File: config.mk
export PLATFORM = sky130hd
export DESIGN_NAME = fill_buf_alloc
export DESIGN_NICKNAME = d
export VERILOG_FILES = /design/src/rtl/fb_pkg.sv /design/src/rtl/fb_prio_enc.sv /design/src/rtl/fb_entry.sv /design/src/rtl/fb_full_cnt.sv /design/src/rtl/fill_buf_alloc.sv
export SDC_FILE = /design/constraint.sdc
export NUM_CORES = 2
export LEC_CHECK = 0
export BUFFER_PORTS_ARGS = -buffer_cell sky130_fd_sc_hd__buf_2
export CAP_MARGIN = 40
export CORE_ASPECT_RATIO = 1.75
export CORE_MARGIN = 2
export CORE_UTILIZATION = 63
export CTS_CLUSTER_SIZE = 14
export DETAILED_ROUTE_END_ITERATION = 10
export HOLD_SLACK_MARGIN = 0.02
export PLACE_DENSITY_LB_ADDON = 0.2
export SYNTH_ARGS = -nofsm -noshare
export SYNTH_HDL_FRONTEND = slang
export SYNTH_SLANG_ARGS = --single-unit
File: constraint.sdc
create_clock -name clk_i -period 6.8 [get_ports clk_i]
set_input_delay 1.7 -clock clk_i [delete_from_list [all_inputs] [get_ports clk_i]]
set_output_delay 1.7 -clock clk_i [all_outputs]
set_load 0.02 [all_outputs]
File: src/rtl/fb_pkg.sv
package fb_pkg;

  typedef enum logic [1:0] {
    REQ_LOAD     = 2'd0,
    REQ_STORE    = 2'd1,
    REQ_NT_STORE = 2'd2,
    REQ_PREFETCH = 2'd3
  } req_kind_e;

  typedef enum logic [1:0] {
    HINT_L1  = 2'd0,
    HINT_L2  = 2'd1,
    HINT_LLC = 2'd2,
    HINT_NTA = 2'd3
  } pf_hint_e;

  typedef enum logic [1:0] {
    RSP_QUEUED   = 2'd0,
    RSP_L2_READY = 2'd1,
    RSP_FILL     = 2'd2,
    RSP_NONE     = 2'd3
  } rsp_kind_e;

  // response kind that retires an entry of the given type
  function automatic rsp_kind_e release_on(req_kind_e kind, pf_hint_e hint);
    if (kind == REQ_NT_STORE) return RSP_QUEUED;
    if (kind == REQ_PREFETCH && (hint == HINT_L2 || hint == HINT_LLC)) return RSP_L2_READY;
    return RSP_FILL;
  endfunction

endpackage

File: src/rtl/fb_prio_enc.sv
module fb_prio_enc #(
  parameter int unsigned N     = 10,
  parameter int unsigned IDX_W = 4
) (
  input  logic [N-1:0]     free_i,
  output logic             found_o,
  output logic [IDX_W-1:0] idx_o
);

  // lowest index wins: scan downward, last hit sticks
  always_comb begin
    found_o = 1'b0;
    idx_o   = '0;
    for (int i = N - 1; i >= 0; i--) begin
      if (free_i[i]) begin
        found_o = 1'b1;
        idx_o   = IDX_W'(i);
      end
    end
  end

endmodule

File: src/rtl/fb_entry.sv
module fb_entry import fb_pkg::*; #(
  parameter int unsigned LINE_W = 34
) (
  input  logic              clk_i,
  input  logic              rst_ni,
  input  logic              alloc_i,
  input  logic [LINE_W-1:0] alloc_line_i,
  input  logic [1:0]        alloc_kind_i,
  input  logic [1:0]        alloc_hint_i,
  input  logic              rsp_hit_i,
  input  logic [1:0]        rsp_kind_i,
  input  logic [LINE_W-1:0] lk_line0_i,
  input  logic [LINE_W-1:0] lk_line1_i,
  output logic              valid_o,
  output logic              hit0_o,
  output logic              hit1_o,
  output logic              release_o
);

  logic              valid_q;
  logic [LINE_W-1:0] line_q;
  req_kind_e         kind_q;
  pf_hint_e          hint_q;

  assign valid_o   = valid_q;
  assign hit0_o    = valid_q && (line_q == lk_line0_i);
  assign hit1_o    = valid_q && (line_q == lk_line1_i);
  assign release_o = valid_q && rsp_hit_i && (rsp_kind_i == release_on(kind_q, hint_q));

  always_ff @(posedge clk_i or negedge rst_ni) begin
    if (!rst_ni) begin
      valid_q <= 1'b0;
      line_q  <= '0;
      kind_q  <= REQ_LOAD;
      hint_q  <= HINT_L1;
    end else if (alloc_i) begin
      valid_q <= 1'b1;
      line_q  <= alloc_line_i;
      kind_q  <= req_kind_e'(alloc_kind_i);
      hint_q  <= pf_hint_e'(alloc_hint_i);
    end else if (release_o) begin
      valid_q <= 1'b0;
    end
  end


  alloc_free_chk: assert property (@(posedge clk_i) disable iff (!rst_ni)
    alloc_i |-> !valid_q);


  no_same_cycle_realloc_chk: assert property (@(posedge clk_i) disable iff (!rst_ni)
    release_o |-> !alloc_i);

endmodule

File: src/rtl/fb_full_cnt.sv
module fb_full_cnt #(
  parameter int unsigned CNT_W = 32
) (
  input  logic             clk_i,
  input  logic             rst_ni,
  input  logic [1:0]       deny_i,
  output logic [CNT_W-1:0] cnt_o
);

  logic [CNT_W-1:0] cnt_q;
  assign cnt_o = cnt_q;

  always_ff @(posedge clk_i or negedge rst_ni) begin
    if (!rst_ni) cnt_q <= '0;
    else         cnt_q <= cnt_q + CNT_W'(deny_i[0]) + CNT_W'(deny_i[1]);
  end

endmodule

File: src/rtl/fill_buf_alloc.sv
module fill_buf_alloc import fb_pkg::*; #(
  parameter int unsigned NUM_ENTRIES = 10,
  parameter int unsigned ADDR_W      = 40,
  parameter int unsigned LINE_BYTES  = 64,
  parameter int unsigned CNT_W       = 32,
  localparam int unsigned OFF_W      = $clog2(LINE_BYTES),
  localparam int unsigned LINE_W     = ADDR_W - OFF_W,
  localparam int unsigned TAG_W      = $clog2(NUM_ENTRIES)
) (
  input  logic                        clk_i,
  input  logic                        rst_ni,
  input  logic [1:0]                  req_valid_i,
  input  logic [1:0][LINE_W-1:0]      req_line_i,
  input  logic [1:0][1:0]             req_kind_i,
  input  logic [1:0][1:0]             req_hint_i,
  output logic [1:0]                  req_ready_o,
  output logic [1:0]                  alloc_valid_o,
  output logic [1:0][TAG_W-1:0]       alloc_tag_o,
  input  logic                        rsp_valid_i,
  input  logic [TAG_W-1:0]            rsp_tag_i,
  input  logic [1:0]                  rsp_kind_i,
  output logic [CNT_W-1:0]            full_cnt_o
);

  logic [NUM_ENTRIES-1:0] valid, hit0, hit1, rel;
  logic [NUM_ENTRIES-1:0] free0, free1, pick0_oh;
  logic                   found0, found1;
  logic [TAG_W-1:0]       pick0, pick1;
  logic                   alloc0, alloc1, acc0, acc1, same_line;

  // entries
  for (genvar i = 0; i < NUM_ENTRIES; i++) begin : g_ent
    logic sel0, sel1;
    assign sel0 = alloc0 && (pick0 == TAG_W'(i));
    assign sel1 = alloc1 && (pick1 == TAG_W'(i));

    fb_entry #(.LINE_W(LINE_W)) u_entry (
      .clk_i        (clk_i),
      .rst_ni       (rst_ni),
      .alloc_i      (sel0 || sel1),
      .alloc_line_i (sel0 ? req_line_i[0] : req_line_i[1]),
      .alloc_kind_i (sel0 ? req_kind_i[0] : req_kind_i[1]),
      .alloc_hint_i (sel0 ? req_hint_i[0] : req_hint_i[1]),
      .rsp_hit_i    (rsp_valid_i && (rsp_tag_i == TAG_W'(i))),
      .rsp_kind_i   (rsp_kind_i),
      .lk_line0_i   (req_line_i[0]),
      .lk_line1_i   (req_line_i[1]),
      .valid_o      (valid[i]),
      .hit0_o       (hit0[i]),
      .hit1_o       (hit1[i]),
      .release_o    (rel[i])
    );
  end

  // port 0 picks first; port 1 sees what is left
  assign free0 = ~valid;

  fb_prio_enc #(.N(NUM_ENTRIES), .IDX_W(TAG_W)) u_enc0 (
    .free_i  (free0),
    .found_o (found0),
    .idx_o   (pick0)
  );

  assign pick0_oh = alloc0 ? (NUM_ENTRIES'(1) << pick0) : '0;
  assign free1    = free0 & ~pick0_oh;

  fb_prio_enc #(.N(NUM_ENTRIES), .IDX_W(TAG_W)) u_enc1 (
    .free_i  (free1),
    .found_o (found1),
    .idx_o   (pick1)
  );

  always_comb begin
    acc0      = req_valid_i[0] && ((|hit0) || found0);
    alloc0    = req_valid_i[0] && !(|hit0) && found0;
    same_line = acc0 && (req_line_i[0] == req_line_i[1]);
    acc1      = req_valid_i[1] && ((|hit1) || same_line || found1);
    alloc1    = req_valid_i[1] && !(|hit1) && !same_line && found1;
  end

  assign req_ready_o    = {acc1, acc0};
  assign alloc_valid_o  = {alloc1, alloc0};
  assign alloc_tag_o[0] = pick0;
  assign alloc_tag_o[1] = pick1;

  fb_full_cnt #(.CNT_W(CNT_W)) u_cnt (
    .clk_i  (clk_i),
    .rst_ni (rst_ni),
    .deny_i (req_valid_i & ~req_ready_o),
    .cnt_o  (full_cnt_o)
  );


  denied_cnt_chk: assert property (@(posedge clk_i) disable iff (!rst_ni)
    (req_valid_i[0] && !req_ready_o[0]) |=> (full_cnt_o != $past(full_cnt_o)));


  idle_cnt_chk: assert property (@(posedge clk_i) disable iff (!rst_ni)
    (&(~req_valid_i | req_ready_o)) |=> $stable(full_cnt_o));


  port_prio_chk: assert property (@(posedge clk_i) disable iff (!rst_ni)
    (&req_valid_i && !req_ready_o[0]) |-> !alloc_valid_o[1]);


  tag_distinct_chk: assert property (@(posedge clk_i) disable iff (!rst_ni)
    (&alloc_valid_o) |-> (alloc_tag_o[0] != alloc_tag_o[1]));


  alloc_ready_chk: assert property (@(posedge clk_i) disable iff (!rst_ni)
    alloc_valid_o[0] |-> req_ready_o[0]);

endmodule

==> metrics.cfg <==
[worst_hold_path]
min_to=u_cnt.cnt_o[14]$_DFF_PN0_
worst_hold_path.num_cells=1
min_from=u_cnt.cnt_o[14]$_DFF_PN0_
hold_path.class=flip-flop to flip-flop

[worst_setup_path]
critical-path-top-delay-family=buffers and inverters
cp_cell_sequence=buf_2 > buf_4 > xor2_1 > nor4_1 > nand3_1 > o22ai_1 > buf_4 > nor2_1 > buf_4 > a21oi_1 > o31ai_1 > or2_2 > a21boi_0 > buf_4 > buf_2
crit_fanout=11
critPathKind=input port to output port
cp_common_cell=buf_4
crit_path_end_kind=output port
reg2reg_depth=18
critical_path.max_stage_delay_ns=0.46
cp_num_buf_inv=6
reg2reg_to=u_cnt.cnt_o[30]$_DFF_PN0_
rrSetupSlack_ns=1.47
worstPathRequired_ns=5.10
rr_startpoint=g_ent[1].u_entry.valid_o$_DFFE_PN0P_
critPathSlowestCell=buf_2
cp-start-kind=input port
crit_arrival_ns=5.05

[cells_and_area]
layout.nets=3268
stdcell_count=3800
drive_gt1_share_pct=16.3
area.growth.synth_to_final_pct=11.5
num-fill-cells=3462

[clocking]
path_clk_slew_ns=0.06
clockRootBuffer=clkbuf_16
htree_num_levels=2
cts_tree=built
clock-sinks=422
clk_latency_ns=0.59
numCtsBuffers=42
clockBufferDepth=3
cts_hold_buf=0

[synthesis]
synth_cells=3113
synth-compound-area-share_pct=9.01
synth_ff_type=dfrtp_1
synthSimpleGateAreaFrac_pct=15.2
seq_area_frac_synth_pct=36.4
synthXorXnorAreaFrac_pct=22.5
synthMuxAreaShare_pct=11.9
synth-edff-count=0
post_synth_fa_ha_maj_area_fraction_pct=0.181
async_flop_share_pct=100
synth_area_leaders=dfrtp_1 (36%), xnor2_1 (18%), mux2i_1 (6.2%)
syn-cell-area_um2=29000
ys_top_cells_by_count=xnor2_1 (583), dfrtp_1 (422), nand2_1 (252)
synth_top_family_by_area=XOR/XNOR gates
syn-num-nets=3202
yosysMostFrequentCell=xnor2_1
synth_seq_cells=422
yosysTopAreaCell=dfrtp_1
netlist.area_leader.share_pct=36.4
yosysUniqueCellTypes=77
synth_warnings=0
postSynthAreaPerCell_um2=9.33

[routing]
drc=0
vias=25900
drtIter0Drc=2916
wl_per_cell_um=32.2
drt_first_pass_iters=7
drt-vias-per-instance=6.82
wirelength_um=122000
antenna_left=0

[global_route]
grt_overflow=0
grt_use_total_pct=50.7
grt_pass1_wl_um=177000
grt_max_degree=149
grt_pass1_vias=26900
antenna_found_initial=7

[floorplan]
start_util_pct=63.4
core_area_um2=45800
num_io_pins=131
die_h_um=288
die_area_um2=47900
die_width_um=166
rows=104

[sta]
setup_viol=0
hold_violations=0
worst_pin_slew_ns=0.988
rsz0062_at_grt=no
fin_crit_ns=6.75
fin_skew_ns=0.0304
final.setup.tns_ns=0
setup_ws_ns=0.0485
slew_viol_final=0
min_period_over_period_pct=99.3
slew_headroom_pct=34.1
fmax_ghz=0.148

[pwr]
peakVddDrop_v=0.000392
p_leak_nw=14.4
cellPowerDensity_nw_per_um2=444

[flow_run]
maxCapViolCount=0

[place]
post-place-ws_ns=-0.0289
gpl.final_weighted_congestion=1.02
hpwl_um=82600
dp.cells=3717
portBuffers=130

[run_status]
status=completed

[state kept, by name, indices dropped and copies added, names as in the netlist]
signal / cells
g_ent.u_entry.valid_o: 10
g_ent.u_entry.line_q: 340
g_ent.u_entry.kind_q: 20
g_ent.u_entry.hint_q: 20
u_cnt.cnt_o: 32
[metal layers]
metal	track usage, %	wire length [um]	vias to the layer above
met1	52.7	37800	12400
met4	53.1	15900	2
li1	-	-	10800
met2	78.8	54200	1850
met3	15.6	14600	826
met5	0	13	-
[worst max-delay path by stage]
stage,from,endpoint,depth (start not counted)
floorplan,req_line_i[28],req_ready_o[1],12
CTS,req_line_i[30],alloc_tag_o[4],13
finish,req_line_i[32],alloc_tag_o[6],15
global placement,req_line_i[30],alloc_tag_o[4],13
global route,req_line_i[8],req_ready_o[1],16
detailed placement,req_line_i[30],alloc_tag_o[4],14
[kinds of logic after synthesis]
family,Yosys count
simple gates,899
xor+xnor,745
flops,422
compound gates,411
mux,326
buf+inv,306
fa+ha+maj,4
[placed cells by master, fill, tap and decap left out, drive strengths merged, types with 4 or more instances in the layout]
cell type,Yosys,routed
xnor2,583,583
dfrtp,422,422
buf,125,295
nand2,253,253
nor2,228,228
mux2i,181,181
a21oi,179,179
xor2,162,162
nand4,158,158
mux2,145,145
nand3,74,74
clkbuf,154,65
nor4,62,62
o21ai,56,56
a21o,43,43
a31oi,41,41
a22o,38,38
nand3b,34,34
nor3,30,30
inv,27,29
and3,13,13
nor3b,11,11
o32ai,10,10
clkinv,0,9
nand2b,7,7
nor2b,7,7
a2111oi,7,7
o211ai,6,6
diode,0,5
or4,5,5
bufinv,0,5
or3,4,4
o22ai,4,4
and4,4,4
[final cells by class]
cell class	instances	area, um^2	area share (%)
flip-flops and latches	422	10600	32.6
diodes	5	12.5	0.0386
inverters	27	101	0.313
clock buffers	59	1230	3.79
well taps	583	729	2.25
multi-input cells	2385	17100	52.8
clock inverters	18	239	0.738
repair buffers	301	2410	7.45
[report_power, final]
part | total, mW | switching [mW] | internal (mW)
Clock | 2.57 | 1.11 | 1.46
Sequential | 5.09 | 1.47 | 3.62
Combinational | 6.73 | 3.63 | 3.10
Total | 14.4 | 6.22 | 8.17
[what timing repair did]
item                                    CTS  global route
gates resized for setup                   1             7
setup buffers                             0             0
endpoints found under the setup margin    1             6
cloned                                    0             0
[stage by stage]
stage          utilization [%]  hold slack, ns  area [um^2]  total power [mW]
2_1_floorplan                -           0.470        29000              9.45
3_3_place_gp              67.1           0.455        30800              11.4
3_5_place_dp              67.4           0.475        30900              11.6
4_1_cts                   70.6           0.490        32300              14.2
5_1_grt                   70.7           0.507        32400              15.0
6_report                  70.7           0.488        32400              14.4
Note: power is estimated with default switching activity, not from simulation.
